**config.mk**
```make
export PLATFORM = sky130hd
export DESIGN_NAME = vl_strip_seq
export DESIGN_NICKNAME = d
export VERILOG_FILES = /design/src/rtl/vl_strip_pkg.sv /design/src/rtl/vl_strip_dp.sv /design/src/rtl/vl_strip_ctrl.sv /design/src/rtl/vl_strip_seq.sv
export SDC_FILE = /design/constraint.sdc
export NUM_CORES = 1
export LEC_CHECK = 0
export BUFFER_PORTS_ARGS = -buffer_cell sky130_fd_sc_hd__buf_2
export CORE_MARGIN = 10
export CORE_UTILIZATION = 50
export CTS_BUF_LIST = sky130_fd_sc_hd__clkbuf_16
export CTS_CLUSTER_DIAMETER = 120
export DETAILED_ROUTE_END_ITERATION = 10
export PLACE_DENSITY = 0.76
export SLEW_MARGIN = 20
export SYNTH_ARGS = -nofsm -noshare
export SYNTH_HDL_FRONTEND = slang
export SYNTH_HIERARCHICAL = 1
export SYNTH_SLANG_ARGS = --single-unit
```
**constraint.sdc**
```tcl
create_clock -name clk -period 2.3 [get_ports clk]
set_clock_uncertainty 0.1 [all_clocks]
set_input_delay 0.46 -clock clk [delete_from_list [all_inputs] [get_ports clk]]
set_output_delay 0.46 -clock clk [all_outputs]
set_load 0.05 [all_outputs]
```
**src/rtl/vl_strip_pkg.sv**
```systemverilog
package vl_strip_pkg;

  typedef enum logic [1:0] {
    ST_IDLE,
    ST_ISSUE,
    ST_WAIT,
    ST_FIN
  } seqState_t;

  // Strobes from control to datapath
  typedef struct packed {
    logic load;     // capture a new trip count
    logic advance;  // retire the current strip
  } dpStrobe_t;

endpackage

```
**src/rtl/vl_strip_dp.sv**
```systemverilog
module vl_strip_dp
  import vl_strip_pkg::*;
#(
  parameter int CNT_W  = 24,
  parameter int MAX_VL = 64,
  parameter int LEN_W  = $clog2(MAX_VL) + 1
) (
  input  logic             clk,
  input  logic             rstN,
  input  dpStrobe_t        strb,
  input  logic [CNT_W-1:0] tripCount,
  output logic [LEN_W-1:0] curLen,
  output logic [CNT_W-1:0] baseIdx,
  output logic             lastStrip,
  output logic             tripNonPos
);

  localparam int MOD_W = $clog2(MAX_VL);
  localparam logic [LEN_W-1:0] FULL_LEN = LEN_W'(MAX_VL);

  logic [CNT_W-1:0] remCnt;
  logic [MOD_W-1:0] modPart;
  logic [LEN_W-1:0] firstLen;
  logic [CNT_W-1:0] lenWide;

  assign modPart    = tripCount[MOD_W-1:0];
  assign firstLen   = (modPart == '0) ? FULL_LEN : {1'b0, modPart};
  assign tripNonPos = tripCount[CNT_W-1] || (tripCount == '0);
  assign lenWide    = CNT_W'(curLen);
  assign lastStrip  = (remCnt == lenWide);

  always_ff @(posedge clk) begin
    if (!rstN) begin
      remCnt  <= '0;
      baseIdx <= '0;
      curLen  <= '0;
    end else if (strb.load) begin
      remCnt  <= tripCount;
      baseIdx <= '0;
      curLen  <= firstLen;
    end else if (strb.advance) begin
      remCnt  <= remCnt - lenWide;
      baseIdx <= baseIdx + lenWide;
      curLen  <= FULL_LEN;
    end
  end

  AST_NO_UNDERFLOW: assert property (@(posedge clk) disable iff (!rstN)
    strb.advance |-> (remCnt >= lenWide));

  AST_REM_ALIGNED: assert property (@(posedge clk) disable iff (!rstN)
    $past(strb.advance) |-> (remCnt[MOD_W-1:0] == '0));

endmodule

```
**src/rtl/vl_strip_ctrl.sv**
```systemverilog
module vl_strip_ctrl
  import vl_strip_pkg::*;
(
  input  logic      clk,
  input  logic      rstN,
  input  logic      start,
  input  logic      tripNonPos,
  input  logic      lastStrip,
  input  logic      stripReady,
  input  logic      stripDone,
  output dpStrobe_t strb,
  output logic      stripValid,
  output logic      busy,
  output logic      loopDone
);

  seqState_t state, nextState;

  always_ff @(posedge clk) begin
    if (!rstN) state <= ST_IDLE;
    else       state <= nextState;
  end

  always_comb begin
    nextState  = state;
    strb       = '0;
    stripValid = 1'b0;
    loopDone   = 1'b0;
    case (state)
      ST_IDLE: begin
        if (start) begin
          if (tripNonPos) begin
            nextState = ST_FIN;
          end else begin
            strb.load = 1'b1;
            nextState = ST_ISSUE;
          end
        end
      end
      ST_ISSUE: begin
        stripValid = 1'b1;
        if (stripReady) nextState = ST_WAIT;
      end
      ST_WAIT: begin
        if (stripDone) begin
          strb.advance = 1'b1;
          nextState    = lastStrip ? ST_FIN : ST_ISSUE;
        end
      end
      ST_FIN: begin
        loopDone  = 1'b1;
        nextState = ST_IDLE;
      end
      default: nextState = ST_IDLE;
    endcase
  end

  assign busy = (state != ST_IDLE);

  AST_DONE_PULSE: assert property (@(posedge clk) disable iff (!rstN)
    loopDone |=> !loopDone);

  AST_BUSY_START: assert property (@(posedge clk) disable iff (!rstN)
    (busy && !loopDone && start) |=> busy);

  AST_NEXT_STRIP: assert property (@(posedge clk) disable iff (!rstN)
    (strb.advance && !lastStrip) |=> stripValid);

endmodule

```
**src/rtl/vl_strip_seq.sv**
```systemverilog
module vl_strip_seq
  import vl_strip_pkg::*;
#(
  parameter int CNT_W  = 24,
  parameter int MAX_VL = 64,
  parameter int LEN_W  = $clog2(MAX_VL) + 1
) (
  input  logic             clk,
  input  logic             rstN,
  input  logic             start,
  input  logic [CNT_W-1:0] tripCount,
  output logic             stripValid,
  input  logic             stripReady,
  output logic [LEN_W-1:0] stripLen,
  output logic [CNT_W-1:0] stripBase,
  input  logic             stripDone,
  output logic             busy,
  output logic             loopDone
);

  localparam logic [LEN_W-1:0] FULL_LEN = LEN_W'(MAX_VL);

  dpStrobe_t strb;
  logic      lastStrip;
  logic      tripNonPos;

  vl_strip_ctrl u_ctrl (
    .clk        (clk),
    .rstN       (rstN),
    .start      (start),
    .tripNonPos (tripNonPos),
    .lastStrip  (lastStrip),
    .stripReady (stripReady),
    .stripDone  (stripDone),
    .strb       (strb),
    .stripValid (stripValid),
    .busy       (busy),
    .loopDone   (loopDone)
  );

  vl_strip_dp #(
    .CNT_W  (CNT_W),
    .MAX_VL (MAX_VL),
    .LEN_W  (LEN_W)
  ) u_dp (
    .clk        (clk),
    .rstN       (rstN),
    .strb       (strb),
    .tripCount  (tripCount),
    .curLen     (stripLen),
    .baseIdx    (stripBase),
    .lastStrip  (lastStrip),
    .tripNonPos (tripNonPos)
  );

  AST_LEN_RANGE: assert property (@(posedge clk) disable iff (!rstN)
    stripValid |-> (stripLen != '0 && stripLen <= FULL_LEN));

  AST_LATER_FULL: assert property (@(posedge clk) disable iff (!rstN)
    (stripValid && stripBase != '0) |-> (stripLen == FULL_LEN));

  AST_VALID_HOLD: assert property (@(posedge clk) disable iff (!rstN)
    (stripValid && !stripReady) |=> (stripValid && $stable(stripLen) && $stable(stripBase)));

  AST_DROP_AFTER_XFER: assert property (@(posedge clk) disable iff (!rstN)
    (stripValid && stripReady) |=> !stripValid);

endmodule

```
; Yosys cells after proc, flatten, opt, wreduce, memory -nomap -nowiden
; Index checks and enable logic that the tools add are counted.
[word_totals]
latchBits = 0
memories = 0
ff_bits = 57
ram_bits = 0
rom_bits = 0
output_inout_bits = 34
[op_classes]
shifts = 0
n_eq_ne = 7
add_sub_neg = 2
reduce_logical = 8
n_bitwise = 1
div = 0
magnitude_cmp = 0
mux = 18
mul = 0
[op_table]
columns = cell, count
row1 = 24-bit 2-to-1 mux, 2
row2 = 24-bit by 7-bit adder with 24-bit output, 1
row3 = 24-bit by 7-bit == test with 1-bit output, 1
row4 = 24-bit zero test, 1
row5 = 24-bit by 7-bit subtractor with 24-bit output, 1
row6 = 7-bit 2-to-1 mux, 3
row7 = 2-bit 2-to-1 mux, 5
row8 = 2-bit case mux with 4 select lines, 1
row9 = 1-bit 2-to-1 mux, 7
row10 = 6-bit zero test, 1
row11 = 2-bit inequality test (second input constant), 3
row12 = 2-bit == test (second input constant), 2
row13 = 2-bit nonzero test, 2
row14 = 3-bit AND reduction, 1
row15 = 2-bit by 1-bit == test with 1-bit output (second input constant), 1
row16 = 2-bit zero test, 1
row17 = 2-bit OR reduction, 1
row18 = 1-bit logical OR, 1
row19 = 1-bit NOT, 1

; Logic depth before layout (Yosys ltp)
; Gate-level depths: netlist of the first run.
[logic_depth]
word_depth = 6
depth_mapped = 10

; Cells and area by module
; Netlist of the first run, hierarchy kept.
[by_module_without_submodules]
columns = module, area_each_um2, instances, cells_per_inst
row1 = vl_strip_dp, 3205.6, 1, 369
row2 = vl_strip_ctrl, 145.1, 1, 17

; Worst setup path after synthesis of the first run
; Ideal clock, no wire load.
[synth_timing]
path_type = flip-flop to flip-flop
startpoint = reg u_dp.curLen[1]
endpoint = reg u_dp.remCnt[19]
t_arrival_ns = 2.443
path_stages_with_launch = 10
path_slack_ns = -0.376
period_less_slack_ns = 2.676
path_cell_list = dfxtp_1 > inv_1 > ha_1 > nor2b_1 > o31a_1 > o41a_1 > buf_4 > nor3_1 > xnor2_1 > a21oi_1
[synth_between]
elab_chain_len = 3
[synth_lines]
columns = element, line_no
row1 = from (decl), vl_strip_dp.sv:12  ; output logic [LEN_W-1:0] curLen,
row2 = from (signal assigned), vl_strip_dp.sv:40  ; curLen <= firstLen;
row3 = 24-bit by 7-bit subtractor with 24-bit output, vl_strip_dp.sv:42  ; remCnt <= remCnt - lenWide;
row4 = 24-bit 2-to-1 mux, vl_strip_dp.sv:41  ; end else if (strb.advance) begin
row5 = 24-bit 2-to-1 mux, vl_strip_dp.sv:37  ; end else if (strb.load) begin
row6 = to (signal assigned), vl_strip_dp.sv:38  ; remCnt <= tripCount;
row7 = to (signal assigned), vl_strip_dp.sv:42
row8 = to (decl), vl_strip_dp.sv:21  ; logic [CNT_W-1:0] remCnt;
; Every way passes these cells. The select of a mux whose other input is x is not followed.
; A chain may end at the register's enable or synchronous reset.

; Worst setup path after layout of the first run
[layout_timing]
startpoint = reg u_dp.curLen[4]
endpoint = reg u_dp.remCnt[16]
; The elaborated chain is that of the path after synthesis.

==> results.md, run 1 <==
- Status: complete, but fails checks
- Failing checks: negative setup slack
- GR Util All Layers: 18.7%
- Clock Path Buffers: 2
- DR WL/cell: between 15 and 20 um
- Post-Synth XOR/XNOR Area: about a tenth
- Post-synthesis cell area: around 0.0034 mm^2
- First-pass GRT wire length: about 16 mm
- Number of global-route vias before repair: about 3300
- Boundary Pins: 63
- Main combinational cell family by area after synthesis: simple AND/OR/NAND/NOR gates
- Die Wd: 102 um
- Max Clk Rate: roughly 0.43 GHz
- CTS Sinks: 57
- Sequential cell area: between 0.001 and 0.0015 mm^2
- Clock Root Buffer: clkbuf_16
- Initial antenna violation count: 0
- GP Congestion: approximately 0.94
- CTS tree: done
- Prevailing post-synth register cell: dfxtp_1
- Max-cap violations: 0
- Yosys Warn Count: 6
- Worst Tran Pin Value: between 700 and 800 ps
- WHS: approximately 310 ps
- Placed insts: ~550
- Crit Path Class: register to register
- # port buffers: 62
- Syn_nets: 431
- Post-route insts no fill: 566
- Vias per std cell: 5.78
- Gr ovfl total: 0
- Fillers: slightly above 500
- Final setup margin: -6.55 ps
- Element type at the critical path start: register
- Yosys cell types: 63
- DRT Wirelength: about 9.6 mm
- Period utilisation layout: 100%
- Maximum vdd drop: 532 uV
- Synth Register Bits: between 50 and 60
- DRC: 0
- DRT antenna net count: 0
- Adder-cell share of the synthesized area: between 6 and 7%
- Post-Synth Simple-Gate Area: between 20% and 30%
- RSZ-0062 raised after global routing: yes
- Final Util: 70.1%
- Clock latency on the worst-skew pair: about 330 ps
- CP endpoint kind: register
- Finish-stage setup viols: 2
- Setup WS pre-CTS: -190 ps
- DP HPWL: 7.09 mm
- Worst min-delay path class: input port to register
- Inserted Clock Buffers: 9
- P per Cell Area: ~770 mW/mm^2
- Post-CTS Hold Fix Bufs: 0
- Critical Path RT: between 2000 and 2500 ps
- Largest net degree at the start of global routing: 28
- Sum Neg Setup Slack: -8.37 ps
- Crit path time final: 2310 ps
- LEAKAGE: 1.89 nW
- N_diodes: 0
- Crit path DAT: 2440 ps
- Row count: 29
- Synth Instances: approximately 390
- DR iter-0 viols: 180
- Worst-path clk slew: ~50 ps
- Ys async rst share: 0%
- Post-synth EDFFs: 0
- Core area: about 0.0064 mm^2
- Die Area: 0.0104 mm^2
- Hold Fails Final Rpt: 0
- Layout cells sized above 1: 34.6%
- Starting Density: between 50% and 60%
- CTS H-tree lvls: 3
- Sequential area share after synthesis: around a third
- Post-synthesis compound-gate area fraction: approximately 19%
- Area grow syn2layout: 34.4%
- Nets: about 530
- Synthesized area per cell: between 8 and 9 um^2
- Slew Viols, Final: 0
- Vias: between 3000 and 4000
- Slew HR: slightly above 50%
- DRT Pass-1 Iters: 4
- CP max FO: 8
- Die height: roughly 100 um
- Mux cell area share after synthesis: roughly 2.4%
- Multi-input logic area: 0.00221 mm^2
Yosys cell counts (2+ instances only):
cell	instances	share of area [%]
o21ai_1	6	0.90
nor3_1	12	1.8
nand3_1	6	0.90
o211a_1	2	0.60
o31a_1	2	0.52
mux2i_1	7	2.1
o2111ai_1	2	0.52
nand2b_1	4	0.75
a21o_1	5	1.1
ha_1	14	5.2
a211o_1	3	0.78
dfxtp_1	57	34
xor2_1	15	3.9
nor3_2	4	1.2
nor4_1	7	1.3
fa_1	2	1.2
a311oi_1	2	0.52
o21ai_0	14	2.1
a22oi_1	2	0.45
o22ai_1	6	1.1
nor4_2	6	2.2
and3_1	2	0.37
xnor2_1	24	6.3
nand2_1	24	2.7
dlymetal6s2s_1	2	0.75
nor2_1	39	4.4
or3_1	9	1.7
a211oi_1	4	0.90
buf_2	2	0.30
o211ai_1	6	1.3
inv_1	14	1.6
buf_1	3	0.34
a21oi_1	29	4.3
clkbuf_1	8	0.90
nor3b_1	4	0.90
or4_1	2	0.45
nor2b_1	2	0.37
nand4_1	6	1.1
o21a_1	4	0.90
flip-flops by register name (all words and copies together), names as in the netlist:
signal	cells
u_dp/remCnt	24
u_ctrl/state	2
u_dp/curLen	7
u_dp/baseIdx	24
stage by stage:
| stage | cell area [um^2] | total power, W |
|---|---|---|
| 2_1_floorplan | 3370 | 0.00175 |
| 3_3_place_gp | 4020 | 0.00200 |
| 3_5_place_dp | 4020 | 0.00202 |
| 4_1_cts | 4370 | 0.00342 |
| 5_1_grt | 4500 | 0.00364 |
| 6_report | 4500 | 0.00349 |
metal layers:
metal | vias up | track usage, % | wire, um
li1 | 1598 | - | -
met1 | 1567 | 21.9 | 4150
met2 | 90 | 30.4 | 4650
met3 | 18 | 7.42 | 660
met4 | 0 | 7.16 | 166
met5 | - | 0 | 0
final cells by class:
class | instances | area share, %
Sequential cell | 57 | 25.8
Multi-Input combinational cell | 297 | 49.1
Clock inverter | 6 | 1.22
Clock buffer | 10 | 5.56
Tap cell | 77 | 2.14
Timing Repair Buffer | 104 | 14.9
Inverter | 15 | 1.31
cell usage in the layout (no fill, tap or decap), types with 6 or more instances in the layout:
cell type	Yosys	layout
a21oi_1	29	28
buf_2	2	62
buf_4	1	37
clkbuf_16	0	10
dfxtp_1	57	48
ha_1	14	12
inv_1	14	13
mux2i_1	7	7
nand2_1	24	24
nand3_1	6	6
nand4_1	6	6
nor2_1	39	37
nor3_1	12	8
nor3_2	4	7
o211ai_1	6	6
o21ai_0	14	14
o21ai_1	6	6
o22ai_1	6	6
or3_1	9	8
xnor2_1	24	23
xor2_1	15	15
where the power goes:
part	switching, W	internal (W)	total, W	leakage (nW)
sequential	0.0000780	0.00105	0.00113	0.469
combinational	0.000559	0.000443	0.00100	1.27
clock	0.000465	0.000891	0.00136	0.148
worst paths after layout:
check	from	end	slack, ps	depth (start not counted)
setup reg to reg	u_dp/curLen[4]	u_dp/remCnt[16]	-7	7
hold reg to reg	u_dp/baseIdx[2]	u_dp/baseIdx[2]	400	2
setup / recovery	u_dp/curLen[4]	u_dp/remCnt[16]	-7	7
hold / removal	tripCount[4]	u_dp/curLen[4]	310	3
worst max-delay path: stages, from the launching register on:
cell and delay, ps:
dfxtp_4 350, inv_1 50, ha_1 400, a211o_1 360
a31oi_4 190, o21bai_4 150, or3_4 360, a311oi_1 250
repair_timing:
| item | in CTS | in global routing |
|---|---|---|
| cloned | 0 | 0 |
| buffers inserted | 0 | 3 |
| endpoints found under the setup margin | 9 | 18 |
| gates resized for setup | 8 | 21 |
| pin swaps | 4 | 12 |
kinds of logic after synthesis:
group                    Yosys count
AO/OA/AOI/OAI                     98
XOR/XNOR                          39
AND/OR/NAND/NOR                  136
flip-flops                        57
buffers and inverters             32
multiplexers                       8
adder cells (fa/ha/maj)           16
No activity file was read; power rests on OpenSTA's default activity.
==> inputs of run 2 (changes only) <==
--- a/config.mk
+++ b/config.mk
@@ -6,12 +6,15 @@
 export NUM_CORES = 1
 export LEC_CHECK = 0
 export BUFFER_PORTS_ARGS = -buffer_cell sky130_fd_sc_hd__buf_2
+export CORE_ASPECT_RATIO = 1.5
 export CORE_MARGIN = 10
 export CORE_UTILIZATION = 50
 export CTS_BUF_LIST = sky130_fd_sc_hd__clkbuf_16
 export CTS_CLUSTER_DIAMETER = 120
+export CTS_CLUSTER_SIZE = 28
 export DETAILED_ROUTE_END_ITERATION = 10
 export PLACE_DENSITY = 0.76
+export SETUP_SLACK_MARGIN = 0.02
 export SLEW_MARGIN = 20
 export SYNTH_ARGS = -nofsm -noshare
 export SYNTH_HDL_FRONTEND = slang
==> results.md, run 2 (synthesis gave the netlist of run 1 again) <==
- Clock latency on the worst-skew pair: approximately 330 ps
- Hold Path Cell Cnt: 3
- Most common cell after layout, fill and taps aside: buf_2
- Max Clk Rate: 0.433 GHz
- Row count: 36
- DR iter-0 viols: between 200 and 250
- Initial antenna violation count: 0
- Vias: 3331
- DRT antenna net count: 0
- Crit Reg-Reg Startpoint: u_dp/remCnt[0]
- DR WL/cell: 17.3 um
- Max-cap violations: 0
- Finish-stage setup viols: 1
- Boundary Pins: 63
- Worst min-delay path class: input port to register
- CTS Sinks: 57
- Worst Tran Pin Value: 742 ps
- CTS H-tree lvls: 3
- Vias per std cell: a little under 6
- Clock Root Buffer: clkbuf_16
- Period utilisation layout: 100%
- Worst reg-to-reg path cell count: 11
- LEAKAGE: ~1.9 nW
- R2R Setup Slk: -10 ps
- Die height: 120 um
- Gr ovfl total: 0
- Final Util: 68.3%
- P per Cell Area: 761 mW/mm^2
- Slowest library cell on the worst path: o41a_1
- CP endpoint kind: register
- Nets: 526
- Post-CTS Hold Fix Bufs: 0
- Status: complete, but fails checks
- # port buffers: 62
- Crit path time final: 2310 ps
- CP dominant cell by count: buf_4
- Slew Viols, Final: 0
- Biggest regs: u_dp/baseIdx (24), u_dp/remCnt (24), u_dp/curLen (7)
- Die Wd: a little under 90 um
- Fillers: 509
- DRT Pass-1 Iters: 5
- Crit path DAT: roughly 2400 ps
- Critical Path RT: 2380 ps
- Inserted Clock Buffers: 9
- Layout cells sized above 1: about a third
- Area grow syn2layout: 33.1%
- RSZ-0062 raised after global routing: yes
- CP max FO: 5
- CTS tree: done
- Core area: about 0.0065 mm^2
- Final setup margin: -10.4 ps
- Crit path capture: u_dp/remCnt[17]
- Hold Fails Final Rpt: 0
- First-pass GRT wire length: 15.4 mm
- Maximum vdd drop: between 300 and 400 uV
- Crit Path Class: register to register
- Number of global-route vias before repair: ~3300
- Post-layout total power: about 0.0034 W
- GR Util All Layers: between 10% and 20%
- CP max stage delay: 380 ps
- DP HPWL: ~6.9 mm
- CP startpoint: u_dp/remCnt[0]
- Cell Chain, Critical Path: inv_2, ha_4, buf_4, buf_4, nor2b_4, o31a_1, o41a_1, buf_6, nor4_4, xnor2_1, o22ai_1
- Clock Path Buffers: 2
- GP Congestion: roughly 0.88
- RR Endpoint: u_dp/remCnt[17]
- Largest net degree at the start of global routing: 30
- DRC: 0
- DRT Wirelength: around 9.7 mm
- Failing checks: negative setup slack
- Element type at the critical path start: register
- Die Area: 0.0104 mm^2
- Most frequent cells in the layout: buf_2, dfxtp_1, nor2_1
- N_diodes: 0
- Slew HR: between 50% and 60%
- Starting Density: between 50% and 60%
- Worst-path clk slew: 50 ps
[run 2: cell count changes in the layout (fill, tap and decap cells not counted), sizes merged]
cell,delta
buf,-3
inv,+2
clkinvlp,-1
clkbuf,-1
[run 2: timing repair]
action / 4_1_cts / 5_1_grt
pin swaps: 10 / 18
gates cloned: 0 / 1
hold endpoints to repair: 0 / 0
gates resized for setup: 11 / 20
buffers inserted: 0 / 4
endpoints found under the setup margin: 18 / 21
[run 2: worst max-delay path: cells and delay by family (launching register included)]
family          cells  cell delay (ps)
xor+xnor            1              180
flops               1              330
buf+inv             4              450
simple gates        2              190
fa+ha+maj           1              140
compound gates      3              770
[run 2: power by group]
group,switching [W],internal [W]
combinational,0.000567,0.000441
sequential,0.0000783,0.00105
clock,0.000441,0.000816
[run 2: layout make-up]
| class | count | area (um^2) | area share [%] |
|---|---|---|---|
| Multi-Input combinational cell | 297 | 2230 | 50.0 |
| Sequential cell | 57 | 1170 | 26.2 |
| Timing Repair Buffer | 101 | 629 | 14.1 |
| Clock buffer | 9 | 225 | 5.05 |
| Tap cell | 76 | 95.1 | 2.13 |
| Inverter | 15 | 58.8 | 1.32 |
| Clock inverter | 7 | 55.1 | 1.23 |
[run 2: worst min path at each step]
stage	startpoint	slack, ps	end
after detailed placement	u_dp/baseIdx[23]	380	u_dp/baseIdx[23]
after global placement	u_dp/baseIdx[23]	370	u_dp/baseIdx[23]
final	tripCount[4]	300	u_dp/curLen[4]
after floorplan	u_dp/remCnt[16]	410	u_dp/remCnt[16]
after CTS	tripCount[4]	280	u_dp/curLen[4]
after global routing	tripCount[4]	300	u_dp/curLen[4]
[run 2: through the flow]
step                      setup TNS, ps  cells  setup slack, ps  area (um^2)  hold WS (ps)
after floorplan                       0    386             11.7         3390           413
after global placement            -4280    541             -158         3980           372
after detailed placement          -5570    541             -198         3980           382
after CTS                             0    557             13.5         4320           284
after global routing               -368    562             -106         4460           300
final                             -10.4    562            -10.4         4460           296
[run 2: metal layers]
layer  up-vias  part of all wire [%]  wire, um  GRT usage, %
li1       1595                     -         -             -
met1      1612                    39      3820          19.8
met2       109                    52      5080          30.8
met3        15                   6.9       666          6.45
met4         0                   1.6       153          6.00
met5         -                     0         0             0
